==> config.mk <==
export PLATFORM = sky130hd
export DESIGN_NAME = pwm_dbuf_chan
export DESIGN_NICKNAME = d
export VERILOG_FILES = /design/src/rtl/pwm_pkg.sv /design/src/rtl/pwm_tick_sel.sv /design/src/rtl/pwm_core.sv /design/src/rtl/pwm_regs.sv /design/src/rtl/pwm_dbuf_chan.sv
export SDC_FILE = /design/constraint.sdc
export NUM_CORES = 1
export LEC_CHECK = 0
export ABC_AREA = 1
export CELL_PAD_IN_SITES_DETAIL_PLACEMENT = 0
export CELL_PAD_IN_SITES_GLOBAL_PLACEMENT = 1
export CORE_MARGIN = 4
export CORE_UTILIZATION = 38
export CTS_BUF_LIST = sky130_fd_sc_hd__clkbuf_8
export CTS_CLUSTER_SIZE = 12
export DETAILED_ROUTE_END_ITERATION = 10
export PLACE_DENSITY = 0.88
export SLEW_MARGIN = 0
export SYNTH_ARGS = -nofsm -noshare
export SYNTH_HDL_FRONTEND = slang
export SYNTH_SLANG_ARGS = --single-unit
==> constraint.sdc <==
create_clock -name clk -period 3.4 [get_ports clk]
set_input_delay 0.34 -clock clk [delete_from_list [all_inputs] [get_ports clk]]
set_output_delay 0.34 -clock clk [all_outputs]
set_load 0.01 [all_outputs]
==> src/rtl/pwm_pkg.sv <==
package pwm_pkg;
  localparam int MODE_UPD_BIT = 10;
  localparam int MODE_POL_BIT = 9;
  localparam int MODE_CTR_BIT = 8;
  localparam logic [3:0] CODE_EXT_A = 4'hB;
  localparam logic [3:0] CODE_EXT_B = 4'hC;

  localparam logic [7:0] OFF_MODE = 8'h00;
  localparam logic [7:0] OFF_DUTY = 8'h04;
  localparam logic [7:0] OFF_PRD  = 8'h08;
  localparam logic [7:0] OFF_CNT  = 8'h0C;
  localparam logic [7:0] OFF_UPD  = 8'h10;

  typedef struct packed {
    logic       upd_prd;
    logic       idle_hi;
    logic       center;
    logic [3:0] clk_sel;
  } mode_t;
endpackage

==> src/rtl/pwm_tick_sel.sv <==
module pwm_tick_sel #(
  parameter int MAX_DIV = 10
) (
  input  logic       clk,
  input  logic       rst_n,
  input  logic       run,
  input  logic [3:0] clk_sel,
  input  logic       ext_a,
  input  logic       ext_b,
  output logic       tick
);
  import pwm_pkg::*;
  localparam int DIV_W = MAX_DIV;

  logic [DIV_W-1:0] div_cnt;
  logic [DIV_W:0]   full_mask;
  logic [DIV_W-1:0] mask;

  always_ff @(posedge clk) begin
    if (!rst_n || !run) div_cnt <= '0;
    else                div_cnt <= div_cnt + 1'b1;
  end

  always_comb begin
    full_mask = ({{DIV_W{1'b0}}, 1'b1} << clk_sel) - 1'b1;
    mask      = full_mask[DIV_W-1:0];
    tick      = 1'b0;
    if (run) begin
      if (32'(clk_sel) <= MAX_DIV) tick = &(div_cnt | ~mask);
      else if (clk_sel == CODE_EXT_A) tick = ext_a;
      else if (clk_sel == CODE_EXT_B) tick = ext_b;
    end
  end

  AST_DIV_IDLE: assert property (@(posedge clk) disable iff (!rst_n)
    !run |=> div_cnt == '0) else $error("divider not cleared");
endmodule

==> src/rtl/pwm_core.sv <==
module pwm_core #(
  parameter int CNT_W = 20
) (
  input  logic             clk,
  input  logic             rst_n,
  input  logic             run,
  input  logic             tick,
  input  logic             center,
  input  logic             idle_hi,
  input  logic [CNT_W-1:0] prd,
  input  logic [CNT_W-1:0] duty,
  output logic [CNT_W-1:0] cnt,
  output logic             boundary,
  output logic             pwm_out
);
  logic             down;
  logic [CNT_W-1:0] prd_eff;
  logic [CNT_W:0]   cnt_inc;

  assign prd_eff = (prd == '0) ? CNT_W'(1) : prd;
  assign cnt_inc = {1'b0, cnt} + 1'b1;

  always_comb begin
    boundary = 1'b0;
    if (run && tick) begin
      if (center) boundary = down && (cnt <= CNT_W'(1));
      else        boundary = (cnt >= prd_eff - 1'b1);
    end
  end

  always_ff @(posedge clk) begin
    if (!rst_n || !run) begin
      cnt  <= '0;
      down <= 1'b0;
    end else if (tick) begin
      if (center) begin
        if (!down) begin
          cnt <= cnt_inc[CNT_W-1:0];
          if (cnt_inc >= {1'b0, prd_eff}) down <= 1'b1;
        end else if (cnt <= CNT_W'(1)) begin
          cnt  <= '0;
          down <= 1'b0;
        end else begin
          cnt <= cnt - 1'b1;
        end
      end else begin
        cnt <= boundary ? '0 : cnt_inc[CNT_W-1:0];
      end
    end
  end

  assign pwm_out = run ? ((cnt < duty) ^ idle_hi) : idle_hi;

  AST_CNT_IDLE: assert property (@(posedge clk) disable iff (!rst_n)
    !run |=> cnt == '0) else $error("counter not cleared");
  AST_LEFT_RANGE: assert property (@(posedge clk) disable iff (!rst_n)
    run && !center |-> cnt < prd_eff) else $error("left count out of range");
  AST_CENTER_RANGE: assert property (@(posedge clk) disable iff (!rst_n)
    run && center |-> cnt <= prd_eff) else $error("center count out of range");
  AST_DOWN_NONZERO: assert property (@(posedge clk) disable iff (!rst_n)
    run && center && down |-> cnt != '0) else $error("down at zero");
endmodule

==> src/rtl/pwm_regs.sv <==
module pwm_regs #(
  parameter int CNT_W  = 20,
  parameter int ADDR_W = 5,
  parameter int DATA_W = 32
) (
  input  logic              clk,
  input  logic              rst_n,
  input  logic              run,
  input  logic              wr,
  input  logic              rd,
  input  logic [ADDR_W-1:0] addr,
  input  logic [DATA_W-1:0] wdata,
  input  logic [CNT_W-1:0]  cnt,
  input  logic              boundary,
  output pwm_pkg::mode_t    mode,
  output logic [CNT_W-1:0]  prd,
  output logic [CNT_W-1:0]  duty,
  output logic [DATA_W-1:0] rdata,
  output logic              irq
);
  import pwm_pkg::*;

  logic [CNT_W-1:0] pend_val;
  logic             pend_q;
  logic             hit_mode, hit_duty, hit_prd, hit_cnt, hit_upd;
  logic             unused_bits;

  assign hit_mode = addr == ADDR_W'(OFF_MODE);
  assign hit_duty = addr == ADDR_W'(OFF_DUTY);
  assign hit_prd  = addr == ADDR_W'(OFF_PRD);
  assign hit_cnt  = addr == ADDR_W'(OFF_CNT);
  assign hit_upd  = addr == ADDR_W'(OFF_UPD);
  assign unused_bits = ^{wdata[DATA_W-1:CNT_W], wdata[7:4]};

  always_ff @(posedge clk) begin
    if (!rst_n) begin
      mode     <= '0;
      prd      <= '0;
      duty     <= '0;
      pend_val <= '0;
      pend_q   <= 1'b0;
      irq      <= 1'b0;
    end else begin
      if (!run) begin
        pend_q <= 1'b0;
        if (wr) begin
          if (hit_mode) begin
            mode.upd_prd <= wdata[MODE_UPD_BIT];
            mode.idle_hi <= wdata[MODE_POL_BIT];
            mode.center  <= wdata[MODE_CTR_BIT];
            mode.clk_sel <= wdata[3:0];
          end
          if (hit_duty) duty <= wdata[CNT_W-1:0];
          if (hit_prd)  prd  <= wdata[CNT_W-1:0];
          if (hit_upd) begin
            if (mode.upd_prd) prd  <= wdata[CNT_W-1:0];
            else              duty <= wdata[CNT_W-1:0];
          end
        end
      end else begin
        if (boundary && pend_q) begin
          if (mode.upd_prd) prd  <= pend_val;
          else              duty <= pend_val;
          pend_q <= 1'b0;
        end
        if (wr && hit_upd) begin
          pend_val <= wdata[CNT_W-1:0];
          pend_q   <= 1'b1;
        end
      end
      if (boundary)            irq <= 1'b1;
      else if (rd && hit_upd)  irq <= 1'b0;
    end
  end

  always_comb begin
    rdata = '0;
    if (hit_mode) rdata = DATA_W'({mode.upd_prd, mode.idle_hi, mode.center, 4'b0000, mode.clk_sel});
    if (hit_duty) rdata = DATA_W'(duty);
    if (hit_prd)  rdata = DATA_W'(prd);
    if (hit_cnt)  rdata = DATA_W'(cnt);
    if (hit_upd)  rdata = DATA_W'(irq);
  end

  AST_LOCK_WHILE_RUN: assert property (@(posedge clk) disable iff (!rst_n)
    run && !boundary |=> $stable(duty) && $stable(prd) && $stable(mode)) else $error("register changed mid-period");
  AST_PEND_APPLIED: assert property (@(posedge clk) disable iff (!rst_n)
    run && boundary && pend_q && !(wr && hit_upd) |=> !pend_q) else $error("pending value not applied");
  AST_IRQ_ON_BOUNDARY: assert property (@(posedge clk) disable iff (!rst_n)
    boundary |=> irq) else $error("boundary without flag");
endmodule

==> src/rtl/pwm_dbuf_chan.sv <==
module pwm_dbuf_chan #(
  parameter int CNT_W   = 20,
  parameter int ADDR_W  = 5,
  parameter int DATA_W  = 32,
  parameter int MAX_DIV = 10
) (
  input  logic              clk,
  input  logic              rst_n,
  input  logic              chan_en,
  input  logic              ext_tick_a,
  input  logic              ext_tick_b,
  input  logic              reg_wr,
  input  logic              reg_rd,
  input  logic [ADDR_W-1:0] reg_addr,
  input  logic [DATA_W-1:0] reg_wdata,
  output logic [DATA_W-1:0] reg_rdata,
  output logic              pwm_out,
  output logic              irq
);
  import pwm_pkg::*;

  logic             run_q;
  logic             tick;
  logic             boundary;
  mode_t            mode;
  logic [CNT_W-1:0] prd, duty, cnt;

  always_ff @(posedge clk) begin
    if (!rst_n) run_q <= 1'b0;
    else        run_q <= chan_en;
  end

  pwm_regs #(.CNT_W(CNT_W), .ADDR_W(ADDR_W), .DATA_W(DATA_W)) u_regs (
    .clk(clk), .rst_n(rst_n), .run(run_q), .wr(reg_wr), .rd(reg_rd),
    .addr(reg_addr), .wdata(reg_wdata), .cnt(cnt), .boundary(boundary),
    .mode(mode), .prd(prd), .duty(duty), .rdata(reg_rdata), .irq(irq)
  );

  pwm_tick_sel #(.MAX_DIV(MAX_DIV)) u_tick (
    .clk(clk), .rst_n(rst_n), .run(run_q), .clk_sel(mode.clk_sel),
    .ext_a(ext_tick_a), .ext_b(ext_tick_b), .tick(tick)
  );

  pwm_core #(.CNT_W(CNT_W)) u_core (
    .clk(clk), .rst_n(rst_n), .run(run_q), .tick(tick),
    .center(mode.center), .idle_hi(mode.idle_hi), .prd(prd), .duty(duty),
    .cnt(cnt), .boundary(boundary), .pwm_out(pwm_out)
  );

  AST_IDLE_LEVEL: assert property (@(posedge clk) disable iff (!rst_n)
    !chan_en |=> pwm_out == mode.idle_hi) else $error("output not idle");
endmodule

==> metrics.txt, run 1 <==
die height=158 µm; Placed Area=0.00988 mm²; Crit path max-delay family=simple AND/OR/NAND/NOR gates; Area Overhead vs Synth=24.9%; Setup Viol. Count Final=52; initial drt markers=763; Synth cell types=41; post-synthesis sequential area ratio=0.238; Hold Crit Start=chan_en; placed cells=1742; worst skew pair latency=0.40 ns; Compound-Gate Fraction of Synth Area=0.238; total die area=0.0248 mm²; relative slew slack=0.638; failing checks=setup timing; CTS Sinks=101; setup_tns=-6.25 ns; Starting Density=0.388; Die Width=158 µm; largest family of logic cells by synthesized area=simple AND/OR/NAND/NOR gates; post-synthesis instance total=1366; Peak Freq=280 MHz; Port Buf Inserts=53; max_cap viols=0; CP startpoint=u_regs.prd[5]; worst slew pin tran=0.543 ns; Leak=4.64 nW; H-tree levels=3; Tmin final=3.57 ns; Clk pin slew, worst setup/hold paths=0.12 ns; CTS root buf=clkbuf_8; Ports=78; #FFs+latches synth=101; non-filler cells in the finished layout=1780; RSZ-0062 raised after global routing=yes; Primary FF master, synth=dfxtp_1; ys async rst share=0; Nets=1605; area of the mapped netlist=0.00849 mm²; CTS tree=built; routability cong.=0.959; share of cells above drive strength 1=0.146; Placement Setup Slack=-0.370 ns; Worst EP arrival=3.85 ns; final hold vios=0; Ant. Diodes=0; initial antenna violation count=0; DRC viols=0; Routed WL per cell=16.6 µm; post-route setup slack=-0.175 ns; Crit Path Class=reg2reg; Slew Viols, Final=0; GRT Total Usage=0.233; Slowest-stage cell, CP=dfxtp_2; Post-Synth Adder-Cell Area=0.0958; post-synthesis simple-gate area fraction=0.261; r2r startpoint=u_regs.prd[5]; Post-Synth XOR/XNOR Area=0.0402; cell mode on critical path=nand2_1; mux contribution to synthesized area=0; Post-Synthesis Mean Instance Area=6.22 µm²; EDFF count, synth=0; Final HPWL DP=21600 µm; Placeable Area=0.0219 mm²; vias per cell=5.44; clk buf depth=2; Pre-antenna DRT Iters=6; VDD IR max=0.198 mV; pin count of the biggest net entering global routing=43; Final ANT Viol Nets=0; endpoint class of the critical path=register; Rows=54; fin area=0.0106 mm²; Largest stage delay, worst path=0.35 ns; crit path max fanout=5; first-pass GRT wire length=46400 µm; via count=9687; warnings from Yosys=0; cts hold-fix bufs=0; total gr overflow=0; WL final=29600 µm; Setup Skew=0.0177 ns; outcome=finished with violations; crit share post-route=1.05; worst min path class=in2reg; cts bufs inserted=9; vias in the first global route=8909; worst path required time=3.68 ns; PD cells=266 mW/mm²; Critical Path Source Type=register; CP bufs+invs=5
==> state kept, by name, summed over array words and instances (netlist names) <==
register and count:
u_regs.pend_q 1, u_regs.duty 20, u_regs.pend_val 20, u_tick.div_cnt 10, u_core.cnt 20, u_regs.mode 7, run_q 1, u_regs.irq 1
u_regs.prd 20, u_core.down 1
==> worst register-to-register path: cells and delay by family, from the launching register on <==
family	cells	cell delay [ns]
fa+ha+maj	2	0.45
compound gates	1	0.08
flops	1	0.35
simple gates	17	1.82
buf+inv	5	0.64
xor+xnor	1	0.14
==> cells by family (layout without fill, tap and decap cells) <==
group | after synthesis | count (layout)
fa+ha+maj | 65 | 65
xor+xnor | 39 | 39
flops | 101 | 101
buf+inv | 264 | 387
simple gates | 522 | 522
other cells | 1 | 12
compound gates | 374 | 374
==> synth_stat cells, types with 17 or more instances <==
library cell / count / share of area
ha_1: 65 / 0.096
inv_1: 183 / 0.081
a21oi_1: 173 / 0.10
nor3_1: 30 / 0.018
nand3_1: 84 / 0.049
nand4_1: 17 / 0.013
xor2_1: 38 / 0.039
o221ai_1: 19 / 0.020
nand2_1: 254 / 0.11
clkbuf_1: 45 / 0.020
nor2_1: 115 / 0.051
dfxtp_1: 101 / 0.24
o21ai_0: 152 / 0.090
==> timing repair <==
| action | CTS | global route |
|---|---|---|
| gates resized for setup | 49 | 52 |
| buffers inserted | 18 | 4 |
| pin swaps | 16 | 25 |
| setup endpoints to repair | 61 | 64 |
| gates cloned | 3 | 3 |
==> cell usage in the layout (no fill, tap or decap), types with 11 or more instances in the layout <==
cell,netlist,routed
nand2_1,254,240
inv_1,183,180
a21oi_1,173,163
o21ai_0,152,150
buf_4,14,116
nor2_1,115,104
dfxtp_1,101,91
nand3_1,84,80
ha_1,65,63
clkdlybuf4s50_1,0,52
xor2_1,38,38
nor3_1,30,25
o221ai_1,19,19
nand4_1,17,17
conb_1,1,12
nor2_2,3,11
nor4_1,13,11
a21oi_2,1,11
==> power by group <==
| part | switching (mW) | internal [mW] |
|---|---|---|
| Combinational | 0.468 | 0.352 |
| Clock | 0.512 | 0.277 |
| Sequential | 0.0188 | 1.20 |
| Total | 0.999 | 1.83 |
==> per-stage QoR <==
stage                     power (mW)   util  hold slack, ns
after global routing            2.97  0.484           0.464
after CTS                       2.81  0.478           0.449
after floorplan                 1.67      -           0.430
after global placement          1.93  0.452           0.442
after detailed placement        1.93  0.452           0.449
final                           2.83  0.484           0.452
==> cell type report <==
type                       count  area, µm²
fill                        2266      11300
multi-input combinational   1012       5700
sequential                   101       2030
timing repair buffer         183       1630
inverter                     189        712
tap                          280        350
clock buffer                   9        124
clock inverter                 6       56.3
==> metal layers <==
layer	vias to the layer above	global-route usage	wire (µm)
li1	4805	-	-
met1	4527	0.310	13000
met2	300	0.388	14000
met3	55	0.0308	1630
met4	0	0.0815	897
met5	-	0	0
==> worst paths after layout <==
check	endpoint	slack [ns]	cells after the start
worst max register to register	u_regs.prd[3]	-0.17	26
worst min-delay path	run_q	0.45	3
worst min register to register	u_tick.div_cnt[0]	0.47	1
worst max-delay path	u_regs.prd[3]	-0.17	26
No activity file was read; power rests on OpenSTA's default activity.
==> inputs of run 2 (changes only) <==
--- a/config.mk
+++ b/config.mk
@@ -9,11 +9,12 @@
 export CELL_PAD_IN_SITES_DETAIL_PLACEMENT = 0
 export CELL_PAD_IN_SITES_GLOBAL_PLACEMENT = 1
 export CORE_MARGIN = 4
-export CORE_UTILIZATION = 38
+export CORE_UTILIZATION = 46
 export CTS_BUF_LIST = sky130_fd_sc_hd__clkbuf_8
+export CTS_CLUSTER_DIAMETER = 100
 export CTS_CLUSTER_SIZE = 12
 export DETAILED_ROUTE_END_ITERATION = 10
-export PLACE_DENSITY = 0.88
+export PLACE_DENSITY = 0.95
 export SLEW_MARGIN = 0
 export SYNTH_ARGS = -nofsm -noshare
 export SYNTH_HDL_FRONTEND = slang
==> constraint.sdc (replaced) <==
create_clock -name clk -period 4.4 [get_ports clk]
set_input_delay 0.44 -clock clk [delete_from_list [all_inputs] [get_ports clk]]
set_output_delay 0.44 -clock clk [all_outputs]
set_load 0.01 [all_outputs]
==> metrics.txt, run 2 (synthesis results as in run 1) <==
vias per cell=5.64 (was 5.44); Rows=49 (was 54); Final ANT Viol Nets=0 (unchanged); Crit Path Class=reg2reg (unchanged); Routed WL per cell=16.5 µm (was 16.6 µm); Area Overhead vs Synth=12.4% (was 24.9%); Setup Skew=0.0175 ns (was 0.0177 ns); crit share post-route=0.917 (was 1.05); Largest stage delay, worst path=0.43 ns (was 0.35 ns); CTS tree=built (unchanged); relative slew slack=0.246 (was 0.638); setup_tns=0 ns (was -6.25 ns); routability cong.=0.968 (was 0.959); Ant. Diodes=0 (unchanged); GRT Total Usage=0.263 (was 0.233); Leak=4.09 nW (was 4.64 nW); outcome=complete, no violations (was finished with violations); worst skew pair latency=0.41 ns (was 0.40 ns); CTS root buf=clkbuf_8 (unchanged); max_cap viols=0 (unchanged); Pre-antenna DRT Iters=5 (was 6); die height=144 µm (was 158 µm); worst min path class=reg2reg (was in2reg); Peak Freq=248 MHz (was 280 MHz); placed cells=1623 (was 1742); r2r startpoint=u_regs.prd[7] (was u_regs.prd[5]); most frequent cells in the layout=254 x nand2_1, 183 x inv_1, 173 x a21oi_1 (was 240 x nand2_1, 180 x inv_1, 163 x a21oi_1); worst slew pin tran=1.13 ns (was 0.543 ns); crit path max fanout=17 (was 5); H-tree levels=3 (unchanged); DRC viols=0 (unchanged); Nets=1515 (was 1605); Placement Setup Slack=0.228 ns (was -0.370 ns); pin count of the biggest net entering global routing=44 (was 43); share of cells above drive strength 1=0.0524 (was 0.146); Placeable Area=0.0181 mm² (was 0.0219 mm²); worst hold path depth=1 (was 3); PD cells=217 mW/mm² (was 266 mW/mm²); fin area=0.00955 mm² (was 0.0106 mm²); cell mode on critical path=nand2_1 (unchanged); post-route setup slack=0.367 ns (was -0.175 ns); via count=9244 (was 9687); Placed Area=0.00931 mm² (was 0.00988 mm²); Port Buf Inserts=53 (unchanged); CP bufs+invs=4 (was 5); FF-to-FF path depth=25 (was 26); Starting Density=0.470 (was 0.388); R2R Path End=u_regs.duty[10] (was u_regs.prd[3]); first-pass GRT wire length=43600 µm (was 46400 µm); initial antenna violation count=0 (unchanged); Hold Path Sink=u_tick.div_cnt[0] (was run_q); Setup Viol. Count Final=0 (was 52); Die Width=144 µm (was 158 µm); total gr overflow=0 (unchanged); cts bufs inserted=9 (unchanged); vias in the first global route=8282 (was 8909); Ports=78 (unchanged); cts hold-fix bufs=0 (unchanged); initial drt markers=671 (was 763); endpoint class of the critical path=register (unchanged); total die area=0.0207 mm² (was 0.0248 mm²); Hold Crit Start=u_tick.div_cnt[0] (was chan_en); RSZ-0062 raised after global routing=no (was yes); worst path required time=4.72 ns (was 3.68 ns); Tmin final=4.03 ns (was 3.57 ns); Worst EP arrival=4.35 ns (was 3.85 ns); Critical Path Source Type=register (unchanged); Slew Viols, Final=0 (unchanged); worst reg-to-reg setup slack=0.37 ns (was -0.17 ns); Final HPWL DP=20400 µm (was 21600 µm); most common cell after layout, fill and taps aside=nand2_1 (unchanged); non-filler cells in the finished layout=1640 (was 1780); Clk pin slew, worst setup/hold paths=0.11 ns (was 0.12 ns); WL final=27100 µm (was 29600 µm); Slowest-stage cell, CP=dfxtp_1 (was dfxtp_2); CTS Sinks=101 (unchanged); clk buf depth=2 (unchanged); Crit path max-delay family=simple AND/OR/NAND/NOR gates (unchanged); final hold vios=0 (unchanged); VDD IR max=0.187 mV (was 0.198 mV)
-- run 2: cell count changes in the layout (fill, tap and decap cells not counted), moves of 10 or more --
cell,change
a21oi_1,+10
a21oi_2,-10
buf_4,-78
dfxtp_1,+10
dfxtp_2,-10
nand2_1,+14
-- run 2: layout make-up --
cell class / instances / area, µm²
clock buffer: 10 / 138
sequential: 101 / 2020
timing repair buffer: 93 / 856
fill: 1801 / 8540
tap: 229 / 287
multi-input combinational: 1012 / 5470
clock inverter: 6 / 67.6
inverter: 189 / 709
-- run 2: power breakdown --
| group | internal (mW) | total (mW) | switching (mW) |
|---|---|---|---|
| registers | 0.926 | 0.941 | 0.0158 |
| clock network | 0.239 | 0.639 | 0.400 |
| logic | 0.180 | 0.492 | 0.312 |
| total | 1.34 | 2.07 | 0.728 |
-- run 2: repair_timing --
item	CTS	global route
buffers inserted	0	1
resized for setup	0	7
setup endpoints to repair	0	40
-- run 2: worst max-delay path by stage --
stage              startpoint               to  slack, ns  depth (start not counted)
2_1_floorplan  u_regs.prd[10]  u_regs.duty[10]       1.04                         24
3_3_place_gp    u_regs.prd[4]   u_regs.prd[19]       0.35                         26
3_5_place_dp    u_regs.prd[4]   u_regs.prd[11]       0.23                         26
4_1_cts         u_regs.prd[4]   u_regs.prd[11]       0.20                         26
5_1_grt         u_regs.prd[7]  u_regs.duty[19]      0.009                         27
6_report        u_regs.prd[7]  u_regs.duty[10]       0.37                         25
-- run 2: metal layers --
metal / track usage / part of all wire / vias to the layer above
met5: 0 / 0 / -
met4: 0.0922 / 0.028 / 0
met3: 0.0346 / 0.069 / 42
met2: 0.420 / 0.45 / 383
met1: 0.365 / 0.45 / 4198
li1: - / - / 4621
-- run 2: worst reg2reg max path, delay by kind of cell (launching register included) --
family                   cells  cell delay, ns
adder cells (fa/ha/maj)      1            0.26
AND/OR/NAND/NOR             17            2.14
flip-flops                   1            0.43
AO/OA/AOI/OAI                2            0.30
XOR/XNOR                     1            0.16
buffers and inverters        4            0.69
-- run 2: through the flow --
| step | hold slack, ns | util | power [mW] |
|---|---|---|---|
| 2_1_floorplan | 0.430 | - | 1.29 |
| 3_3_place_gp | 0.440 | 0.515 | 1.43 |
| 3_5_place_dp | 0.452 | 0.515 | 1.44 |
| 4_1_cts | 0.477 | 0.526 | 2.07 |
| 5_1_grt | 0.516 | 0.528 | 2.19 |
| 6_report | 0.478 | 0.528 | 2.07 |
==> inputs of run 3 (changes only) <==
--- a/config.mk
+++ b/config.mk
@@ -8,12 +8,14 @@
 export ABC_AREA = 1
 export CELL_PAD_IN_SITES_DETAIL_PLACEMENT = 0
 export CELL_PAD_IN_SITES_GLOBAL_PLACEMENT = 1
+export CORE_ASPECT_RATIO = 1.1
 export CORE_MARGIN = 4
 export CORE_UTILIZATION = 46
 export CTS_BUF_LIST = sky130_fd_sc_hd__clkbuf_8
 export CTS_CLUSTER_DIAMETER = 100
 export CTS_CLUSTER_SIZE = 12
 export DETAILED_ROUTE_END_ITERATION = 10
+export GPL_TIMING_DRIVEN = 0
 export PLACE_DENSITY = 0.95
 export SLEW_MARGIN = 0
 export SYNTH_ARGS = -nofsm -noshare
==> metrics.txt, run 3 (synthesis results as in run 1) <==
PD cells=220 mW/mm² (was 217 mW/mm²); Clk pin slew, worst setup/hold paths=0.11 ns (about the same); total gr overflow=0 (unchanged); VDD IR max=0.191 mV (was 0.187 mV); Placeable Area=0.0179 mm² (was 0.0181 mm²); Pint=1.38 mW (was 1.34 mW); die height=151 µm (was 144 µm); worst skew pair latency=0.40 ns (was 0.41 ns); setup_tns=0 ns (unchanged); worst min path class=reg2reg (unchanged); crit share post-route=0.926 (was 0.917); Final ANT Viol Nets=0 (unchanged); worst path required time=4.73 ns (was 4.72 ns); cell mode on critical path=nand2_1 (unchanged); WL final=29300 µm (was 27100 µm); H-tree levels=3 (unchanged); Rows=51 (was 49); Critical Path Source Type=register (unchanged); Crit Path Class=reg2reg (unchanged); Starting Density=0.474 (was 0.470); Largest stage delay, worst path=0.42 ns (was 0.43 ns); most common cell after layout, fill and taps aside=nand2_1 (unchanged); outcome=complete, no violations (unchanged); CTS tree=built (unchanged); Slew Viols, Final=0 (unchanged); endpoint class of the critical path=register (unchanged); Area Overhead vs Synth=13.3% (was 12.4%); Ant. Diodes=0 (unchanged); CTS Sinks=101 (unchanged); non-filler cells in the finished layout=1685 (was 1640); Layout fillers=1858 (was 1801); Ports=78 (unchanged); initial drt markers=738 (was 671); clock share of power=0.318 (was 0.308); Routed WL per cell=17.4 µm (was 16.5 µm); area occupied by multi-input gates=0.00547 mm² (about the same); Final HPWL DP=23600 µm (was 20400 µm); final hold vios=0 (unchanged); Setup Viol. Count Final=0 (unchanged); Leak=4.11 nW (was 4.09 nW); Die Width=138 µm (was 144 µm); DRC viols=0 (unchanged); GRT Total Usage=0.285 (was 0.263); Crit path max-delay family=simple AND/OR/NAND/NOR gates (unchanged); vias in the first global route=8627 (was 8282); Placed Area=0.00936 mm² (was 0.00931 mm²); Slowest-stage cell, CP=dfxtp_1 (unchanged); crit path max fanout=10 (was 17); PnR Total Power=2.12 mW (was 2.07 mW); initial antenna violation count=0 (unchanged); share of cells above drive strength 1=0.0442 (was 0.0524); total die area=0.0207 mm² (about the same); first-pass GRT wire length=45700 µm (was 43600 µm); RSZ-0062 raised after global routing=no (unchanged); fin area=0.00963 mm² (was 0.00955 mm²); cts hold-fix bufs=0 (unchanged); worst slew pin tran=1.01 ns (was 1.13 ns); cts bufs inserted=9 (unchanged); Nets=1551 (was 1515); placed cells=1668 (was 1623); Worst EP arrival=4.40 ns (was 4.35 ns); via count=9416 (was 9244); CP bufs+invs=3 (was 4); Gate power share=0.237 (about the same); pin count of the biggest net entering global routing=20 (was 44); relative slew slack=0.318 (was 0.246); CTS root buf=clkbuf_8 (unchanged); routability cong.=0.951 (was 0.968); Peak Freq=245 MHz (was 248 MHz); vias per cell=5.59 (was 5.64); sequential share of power=0.445 (was 0.454); Tmin final=4.07 ns (was 4.03 ns); Pre-antenna DRT Iters=5 (unchanged); Port Buf Inserts=53 (unchanged); Setup Skew=0.0114 ns (was 0.0175 ns); Psw=737 µW (was 728 µW); FF+latch area=0.00202 mm² (about the same); max_cap viols=0 (unchanged); most frequent cells in the layout=254 x nand2_1, 183 x inv_1, 173 x a21oi_1 (unchanged); switching fraction of total power=0.349 (was 0.351); clk buf depth=2 (unchanged)
==> run 3: cell types whose count changed in the layout (fill, tap and decap cells not counted), moves of 2 or more <==
| cell | before | now |
|---|---|---|
| clkbuf_1 | 0 | 41 |
| buf_4 | 38 | 16 |
| buf_2 | 0 | 10 |
| buf_1 | 0 | 4 |
| clkbuf_2 | 0 | 3 |
| buf_12 | 2 | 0 |
| buf_6 | 0 | 2 |
==> run 3: path summary, 6_finish.rpt <==
check / end / depth (start not counted) / from / slack (ns)
max reg2reg: u_regs.duty[17] / 26 / u_regs.prd[4] / 0.33
min: u_tick.div_cnt[0] / 1 / u_tick.div_cnt[0] / 0.49
min reg2reg: u_tick.div_cnt[0] / 1 / u_tick.div_cnt[0] / 0.49
max: u_regs.duty[17] / 26 / u_regs.prd[4] / 0.33
==> run 3: power by group through the flow <==
stage | sequential, mW | clock [mW] | combinational [mW]
2_1_floorplan | 0.956 | 0 | 0.336
3_3_place_gp | 0.962 | 0 | 0.483
5_1_grt | 0.944 | 0.720 | 0.562
4_1_cts | 0.941 | 0.677 | 0.491
3_5_place_dp | 0.962 | 0 | 0.488
6_report | 0.942 | 0.672 | 0.501
==> run 3: worst register-to-register path, stage by stage (launching register included) <==
cell     delay, ns
dfxtp_1       0.42
nor2_2        0.18
nand3_1       0.16
nor4_1        0.21
nand3_1       0.10
nand2_1       0.10
inv_1         0.09
ha_1          0.29
nand2_1       0.17
nor2_1        0.08
nand2_1       0.13
xor2_1        0.17
inv_1         0.06
ha_1          0.26
nand2_1       0.05
nor2_2        0.14
nand2_1       0.09
nor2_1        0.10
nand2_1       0.06
nand4_1       0.12
nor2_2        0.08
nor2_4        0.20
nand4_4       0.21
nand2_4       0.16
buf_6         0.18
nand2_1       0.08
a21oi_1       0.12
==> run 3: what timing repair did <==
action                                  in CTS  in global routing
endpoints found under the hold margin        0                  0
endpoints found under the setup margin      17                 50
pin swaps                                    0                  1
resized for setup                            2                 12
setup buffers                                0                  2
==> run 3: metrics by stage <==
stage	utilization	setup WS, ns	hold slack [ns]
after global placement	0.522	-0.0284	0.438
final	0.537	0.326	0.494
after global routing	0.537	0.0500	0.530
after floorplan	-	1.04	0.430
after detailed placement	0.522	-0.0412	0.484
after CTS	0.535	0.0116	0.510
==> run 3: cell type report <==
| type | count | share of cell area |
|---|---|---|
| clock buffer | 9 | 0.0129 |
| sequential | 101 | 0.210 |
| tap | 238 | 0.0309 |
| clock inverter | 7 | 0.00975 |
| multi-input combinational | 1012 | 0.568 |
| buffer | 74 | 0.0376 |
| inverter | 189 | 0.0737 |
| timing repair buffer | 55 | 0.0567 |
==> run 3: layer usage <==
layer / global-route usage / vias up / part of all wire
met5: 0 / - / 0
met4: 0.135 / 0 / 0.047
met3: 0.0341 / 83 / 0.060
met2: 0.479 / 380 / 0.47
met1: 0.361 / 4255 / 0.43
li1: - / 4698 / -
